**config.mk**
```make
export PLATFORM = sky130hd
export DESIGN_NAME = spi_cs_timing_gen
export DESIGN_NICKNAME = d
export VERILOG_FILES = /design/src/rtl/spi_tg_pkg.sv /design/src/rtl/spi_half_div.sv /design/src/rtl/spi_gap_guard.sv /design/src/rtl/spi_cs_encode.sv /design/src/rtl/spi_cs_timing_gen.sv
export SDC_FILE = /design/constraint.sdc
export NUM_CORES = 1
export LEC_CHECK = 0
export BUFFER_PORTS_ARGS = -buffer_cell sky130_fd_sc_hd__buf_2
export CAP_MARGIN = 40
export CELL_PAD_IN_SITES_DETAIL_PLACEMENT = 0
export CELL_PAD_IN_SITES_GLOBAL_PLACEMENT = 2
export CORE_AREA = 4 4 106 108
export CTS_CLUSTER_DIAMETER = 100
export DETAILED_ROUTE_END_ITERATION = 16
export DIE_AREA = 0 0 110 112
export PLACE_DENSITY_LB_ADDON = 0.1
export SYNTH_ARGS = -nofsm -noshare
export SYNTH_HDL_FRONTEND = slang
export SYNTH_HIERARCHICAL = 1
export SYNTH_SLANG_ARGS = --single-unit
```
**constraint.sdc**
```tcl
create_clock -name clk -period 4.7 [get_ports clk]
set_clock_uncertainty 0.2 [all_clocks]
set_input_delay 0.235 -clock clk [delete_from_list [all_inputs] [get_ports clk]]
set_output_delay 0.235 -clock clk [all_outputs]
set_load 0.1 [all_outputs]
```
**src/rtl/spi_tg_pkg.sv**
```systemverilog
// Shared types for the serial clock / chip-select timing generator.
// Assumes: nothing beyond IEEE 1800-2017.
package spi_tg_pkg;

    // Window sequencing: idle, select-to-clock guard, clocking, clock-to-deselect guard
    typedef enum logic [1:0] {
        TG_IDLE  = 2'd0,
        TG_SETUP = 2'd1,
        TG_RUN   = 2'd2,
        TG_HOLD  = 2'd3
    } tg_state_e;

endpackage

```
**src/rtl/spi_half_div.sv**
```systemverilog
// Half-period divider: counts reference cycles while run is high and
// pulses tick every div+1 cycles. Assumes run is low in the cycle before
// clocking starts, so the first interval is a full one.
module spi_half_div #(
    parameter int DIV_W = 4
) (
    input  logic             clk,
    input  logic             rst_n,
    input  logic             run,
    input  logic [DIV_W-1:0] div,
    output logic             tick
);

    logic [DIV_W-1:0] hc_q;

    assign tick = run && (hc_q == div);

    // Count up within a half period, restart on tick or when idle
    always_ff @(posedge clk) begin
        if (!rst_n) begin
            hc_q <= '0;
        end else if (!run || tick) begin
            hc_q <= '0;
        end else begin
            hc_q <= hc_q + 1'b1;
        end
    end

endmodule

```
**src/rtl/spi_gap_guard.sv**
```systemverilog
// Guard timer: counts the cycles since chip select was released and
// reports when the required high time has elapsed. Saturates at its
// maximum and comes out of reset saturated, so the first window is not held.
module spi_gap_guard #(
    parameter int DLY_W = 8
) (
    input  logic             clk,
    input  logic             rst_n,
    input  logic             cs_active,
    input  logic [DLY_W-1:0] need,
    output logic             ok
);

    logic [DLY_W-1:0] gcnt_q;

    assign ok = !cs_active && (gcnt_q >= need);

    // Clear while selected, otherwise count up to saturation
    always_ff @(posedge clk) begin
        if (!rst_n) begin
            gcnt_q <= '1;
        end else if (cs_active) begin
            gcnt_q <= '0;
        end else if (gcnt_q != '1) begin
            gcnt_q <= gcnt_q + 1'b1;
        end
    end

endmodule

```
**src/rtl/spi_cs_encode.sv**
```systemverilog
// Chip-select code builder: either an active-low one-hot code from the
// low index bits, or the raw field for an external decoder.
// Assumes NCS is a power of two, at least 2.
module spi_cs_encode #(
    parameter int NCS = 4
) (
    input  logic           dec_en,
    input  logic [NCS-1:0] sel,
    output logic [NCS-1:0] pat
);

    localparam int SEL_W = $clog2(NCS);

    logic [NCS-1:0] onehot_n;

    // One active-low line per device
    for (genvar i = 0; i < NCS; i++) begin : g_line
        assign onehot_n[i] = (sel[SEL_W-1:0] != SEL_W'(i));
    end

    // Pick encoded or one-hot form
    always_comb begin
        pat = dec_en ? sel : onehot_n;
    end

endmodule

```
**src/rtl/spi_cs_timing_gen.sv**
```systemverilog
// Serial clock and chip-select timing generator.
// Opens a select window on request, waits the setup guard, produces
// 2*(xfer_len+1) clock edges at a half period of cfg_baud+1 cycles,
// waits the hold guard, then releases select and enforces the minimum
// high time before the next window. Assumes timing inputs change only
// while cfg_en is low; cfg_cs_sel is latched at acceptance.
module spi_cs_timing_gen
    import spi_tg_pkg::*;
#(
    parameter int NCS   = 4,
    parameter int DIV_W = 4,
    parameter int DLY_W = 8,
    parameter int LEN_W = 4
) (
    input  logic             clk,
    input  logic             rst_n,
    input  logic             cfg_en,
    input  logic             cfg_cpol,
    input  logic             cfg_cpha,
    input  logic [DIV_W-1:0] cfg_baud,
    input  logic             cfg_dec_en,
    input  logic [NCS-1:0]   cfg_cs_sel,
    input  logic [DLY_W-1:0] dly_setup,
    input  logic [DLY_W-1:0] dly_hold,
    input  logic [DLY_W-1:0] dly_switch,
    input  logic [DLY_W-1:0] dly_gap,
    input  logic             xfer_req,
    input  logic [LEN_W-1:0] xfer_len,
    output logic             sclk,
    output logic [NCS-1:0]   cs_n,
    output logic             smp_stb,
    output logic             shf_stb,
    output logic             xfer_busy,
    output logic             xfer_done
);

    localparam int EDGE_W = LEN_W + 1;

    tg_state_e         state_q;
    logic [DLY_W-1:0]  dcnt_q;
    logic [EDGE_W-1:0] edges_q;
    logic              sclk_q;
    logic              lead_q;
    logic              trail_q;
    logic              done_q;
    logic [NCS-1:0]    cs_pat_q;
    logic [NCS-1:0]    pat_new;
    logic [DLY_W-1:0]  need;
    logic              guard_ok;
    logic              tick;
    logic              busy;

    assign busy = (state_q != TG_IDLE);

    spi_cs_encode #(.NCS(NCS)) u_enc (
        .dec_en (cfg_dec_en),
        .sel    (cfg_cs_sel),
        .pat    (pat_new)
    );

    spi_half_div #(.DIV_W(DIV_W)) u_div (
        .clk   (clk),
        .rst_n (rst_n),
        .run   (cfg_en && (state_q == TG_RUN)),
        .div   (cfg_baud),
        .tick  (tick)
    );

    // Required high time: longer guard applies when the device changes
    always_comb begin
        if ((pat_new != cs_pat_q) && (dly_switch > dly_gap)) begin
            need = dly_switch;
        end else begin
            need = dly_gap;
        end
    end

    spi_gap_guard #(.DLY_W(DLY_W)) u_guard (
        .clk       (clk),
        .rst_n     (rst_n),
        .cs_active (busy),
        .need      (need),
        .ok        (guard_ok)
    );

    // Window sequencer, serial clock register and edge strobes
    always_ff @(posedge clk) begin
        if (!rst_n) begin
            state_q  <= TG_IDLE;
            dcnt_q   <= '0;
            edges_q  <= '0;
            sclk_q   <= cfg_cpol;
            lead_q   <= 1'b0;
            trail_q  <= 1'b0;
            done_q   <= 1'b0;
            cs_pat_q <= '1;
        end else begin
            lead_q  <= 1'b0;
            trail_q <= 1'b0;
            done_q  <= 1'b0;
            if (!cfg_en) begin
                state_q <= TG_IDLE;
                sclk_q  <= cfg_cpol;
                dcnt_q  <= '0;
                if (state_q != TG_IDLE) begin
                    done_q <= 1'b1;
                end
            end else begin
                case (state_q)
                    TG_IDLE: begin
                        sclk_q <= cfg_cpol;
                        if (xfer_req && guard_ok) begin
                            state_q  <= TG_SETUP;
                            dcnt_q   <= '0;
                            cs_pat_q <= pat_new;
                            edges_q  <= {xfer_len, 1'b1};
                        end
                    end
                    TG_SETUP: begin
                        if (dcnt_q == dly_setup) begin
                            state_q <= TG_RUN;
                            sclk_q  <= ~sclk_q;
                            lead_q  <= 1'b1;
                        end else begin
                            dcnt_q <= dcnt_q + 1'b1;
                        end
                    end
                    TG_RUN: begin
                        if (tick) begin
                            sclk_q  <= ~sclk_q;
                            lead_q  <= (sclk_q == cfg_cpol);
                            trail_q <= (sclk_q != cfg_cpol);
                            edges_q <= edges_q - 1'b1;
                            if (edges_q == EDGE_W'(1)) begin
                                state_q <= TG_HOLD;
                                dcnt_q  <= '0;
                            end
                        end
                    end
                    TG_HOLD: begin
                        if (dcnt_q == dly_hold) begin
                            state_q <= TG_IDLE;
                            done_q  <= 1'b1;
                        end else begin
                            dcnt_q <= dcnt_q + 1'b1;
                        end
                    end
                    default: state_q <= TG_IDLE;
                endcase
            end
        end
    end

    assign sclk      = sclk_q;
    assign cs_n      = busy ? cs_pat_q : '1;
    assign smp_stb   = cfg_cpha ? trail_q : lead_q;
    assign shf_stb   = cfg_cpha ? lead_q : trail_q;
    assign xfer_busy = busy;
    assign xfer_done = done_q;

endmodule

```
==> impl_metrics.json <==
{
  "max_freq_mhz": 234,
  "synthTopCellsByCount": "dfxtp_1 (34), inv_1 (27), xor2_1 (26), ha_1 (25), nand2_1 (21)",
  "grt_max_degree": 18,
  "slew_headroom": 0.558,
  "synth_edf_count": 1,
  "ys_types": 57,
  "drcViolationCount": 0,
  "synth_nets": 426,
  "htree_num_levels": 2,
  "worst_ep_arrival_time_ps": 4250,
  "pre_cts_ws_ps": 142,
  "ys_warn_count": 6,
  "nets": 480,
  "ios": 60,
  "wl_per_cell_um": 14.9,
  "max_cap_viol_count": 0,
  "synth_top_area_cell": "dfxtp_1",
  "critPathLaunchType": "primary input",
  "dr.pass1.iters": 6,
  "wirelength_um": 8040,
  "die_w_um": 110,
  "synth_most_common_cell": "dfxtp_1",
  "cp-end-kind": "flip-flop",
  "status": "finished clean",
  "rsz0062_at_grt": "no",
  "setup_viol": 0,
  "period_share": 0.909,
  "syn_area_per_cell_um2": 8.30,
  "period_minus_slack_ps": 4270,
  "cts-root-buf": "clkbuf_8",
  "setup_tns_ps": 0,
  "rows": 37,
  "drt_iter0_drc": 122,
  "power.density_nw_per_um2": 343,
  "worstPathRequired_ps": 4680,
  "vdd_drop_max_mv": 0.221,
  "yosys-top-cells-area": "dfxtp_1 (23%), ha_1 (11%), xor2_1 (7.8%)",
  "ys_seq_elements": 35,
  "grt_pass1_wl_um": 13100,
  "synth-async-reset-ratio": 0,
  "hpwl_um": 6230,
  "crit_type": "in -> reg",
  "diodes": 0,
  "p_leak_nw": 1.49,
  "io_buffer_count": 59,
  "grt_overflow": 0,
  "yosysTopAreaCellShare": 0.234,
  "ctsResizeCount": 0,
  "grt_pass1_vias": 2662,
  "vias": 2749,
  "cts_hold_buf": 0,
  "dp_cells": 533,
  "cts.path.max_buffers": 2,
  "min_path_type": "in -> reg",
  "dieArea_um2": 12300,
  "core-area_um2": 10200,
  "worst_pin_slew_ps": 661,
  "fp.dieH_um": 112,
  "yosys_most_used_dff": "dfxtp_1",
  "cts_made_buffers": 5,
  "post_cts_buffers": 0,
  "final_max_slew_viol_count": 0,
  "cts_tree": "yes",
  "ant_nets": 0,
  "final_hold_viol_count": 0,
  "start_util": 0.284,
  "path_clk_slew_ps": 80,
  "antenna_found_initial": 0,
  "fin_cells": 541,
  "layout-drive-gt1-share": 0.227,
  "track_usage": 0.130,
  "synthCells": 350,
  "area_delta_synth_final_pct": 18.0,
  "syn_area_um2": 2900,
  "via_per_inst": 5.08,
  "finalWorstSetupSlack_ps": 429,
  "cts_sinks": 35,
  "critPathMaxFanout": 11,
  "gp_congestion": 0.773,
  "clkLatencyLatePin_ps": 290,
  "seq_area_frac_synth": 0.245
}
final cells by class:
type                    instances  area [µm²]
well taps                     136         170
clock inverters                 2        12.5
multi-input cells             270        2020
clock buffers                   6        72.6
repair buffers                 65         340
fillers                      1105        6800
inverters                      27         101
flip-flops and latches         35         711
registers in the layout (all words and copies together) (netlist names), 2 cells and up:
signal          cells
cs_pat_q            4
state_q             2
u_guard/gcnt_q      8
edges_q             5
u_div/hc_q          4
dcnt_q              8
report_power, final:
part | leakage [nW] | internal, W | switching (W) | total (W)
Sequential | 0.288 | 0.000343 | 0.0000567 | 0.000400
Clock | 0.0412 | 0.000104 | 0.000116 | 0.000220
Combinational | 1.16 | 0.000241 | 0.000316 | 0.000557
cell usage in the layout (no fill, tap or decap), drive strengths merged, types with 2 or more instances in the layout:
master,n
a211o,2
a211oi,3
a21o,5
a21oi,12
a31oi,14
and2,4
and3,5
and4,3
buf,65
clkbuf,6
dfxtp,34
ha,25
inv,27
mux2,2
mux2i,12
nand2,21
nand3,13
nand4,4
nor2,13
nor2b,6
nor3,6
nor3b,2
nor4,9
o2111ai,8
o21a,12
o21ai,18
o311ai,12
o31ai,2
o41ai,5
or2,6
xnor2,3
xor2,26
per-stage QoR:
stage | total power, W | util | hold slack [ps] | instance area [µm²]
floorplan | 0.000815 | - | 106 | 2900
global placement | 0.000968 | 0.327 | 294 | 3340
detailed placement | 0.000969 | 0.327 | 299 | 3340
CTS | 0.00120 | 0.335 | 43.1 | 3430
global route | 0.00128 | 0.335 | 80.4 | 3430
finish | 0.00118 | 0.335 | 48.6 | 3430
cell families after synthesis:
group                    Yosys count  synth area share
multiplexers                      14            0.0491
flip-flops                        35             0.245
buffers and inverters             45            0.0599
AND/OR/NAND/NOR                   99             0.199
XOR/XNOR                          29            0.0875
adder cells (fa/ha/maj)           25             0.108
AO/OA/AOI/OAI                    103             0.252
metal layers:
layer	global-route usage	routed length, µm	vias up
met3	0.0220	286	4
met1	0.169	3730	1280
met5	0	0	-
li1	-	-	1420
met2	0.225	3960	45
met4	0.0224	54	0
worst paths after layout:
| path | from | end | slack [ps] | cells after the start |
|---|---|---|---|---|
| hold / removal | cfg_cpol | sclk | 50 | 3 |
| setup reg to reg | cs_pat_q[2] | dcnt_q[3] | 650 | 15 |
| setup / recovery | dly_gap[3] | dcnt_q[3] | 430 | 18 |
| hold reg to reg | state_q[1] | state_q[1] | 310 | 2 |
critical path, cell delays in order:
cell       delay, ps
buf_2             90
inv_1             50
ha_1             290
and4_1           220
and2_1           270
nor2_1           330
buf_4            250
o2111ai_1        120
o311ai_0         130
inv_1             80
ha_1             300
nand2_1           50
o21ai_0          230
o2bb2ai_1        180
nand2_1          140
a221o_1          390
or4_4            560
o41ai_1          350
(Power assumes the default switching activity.)
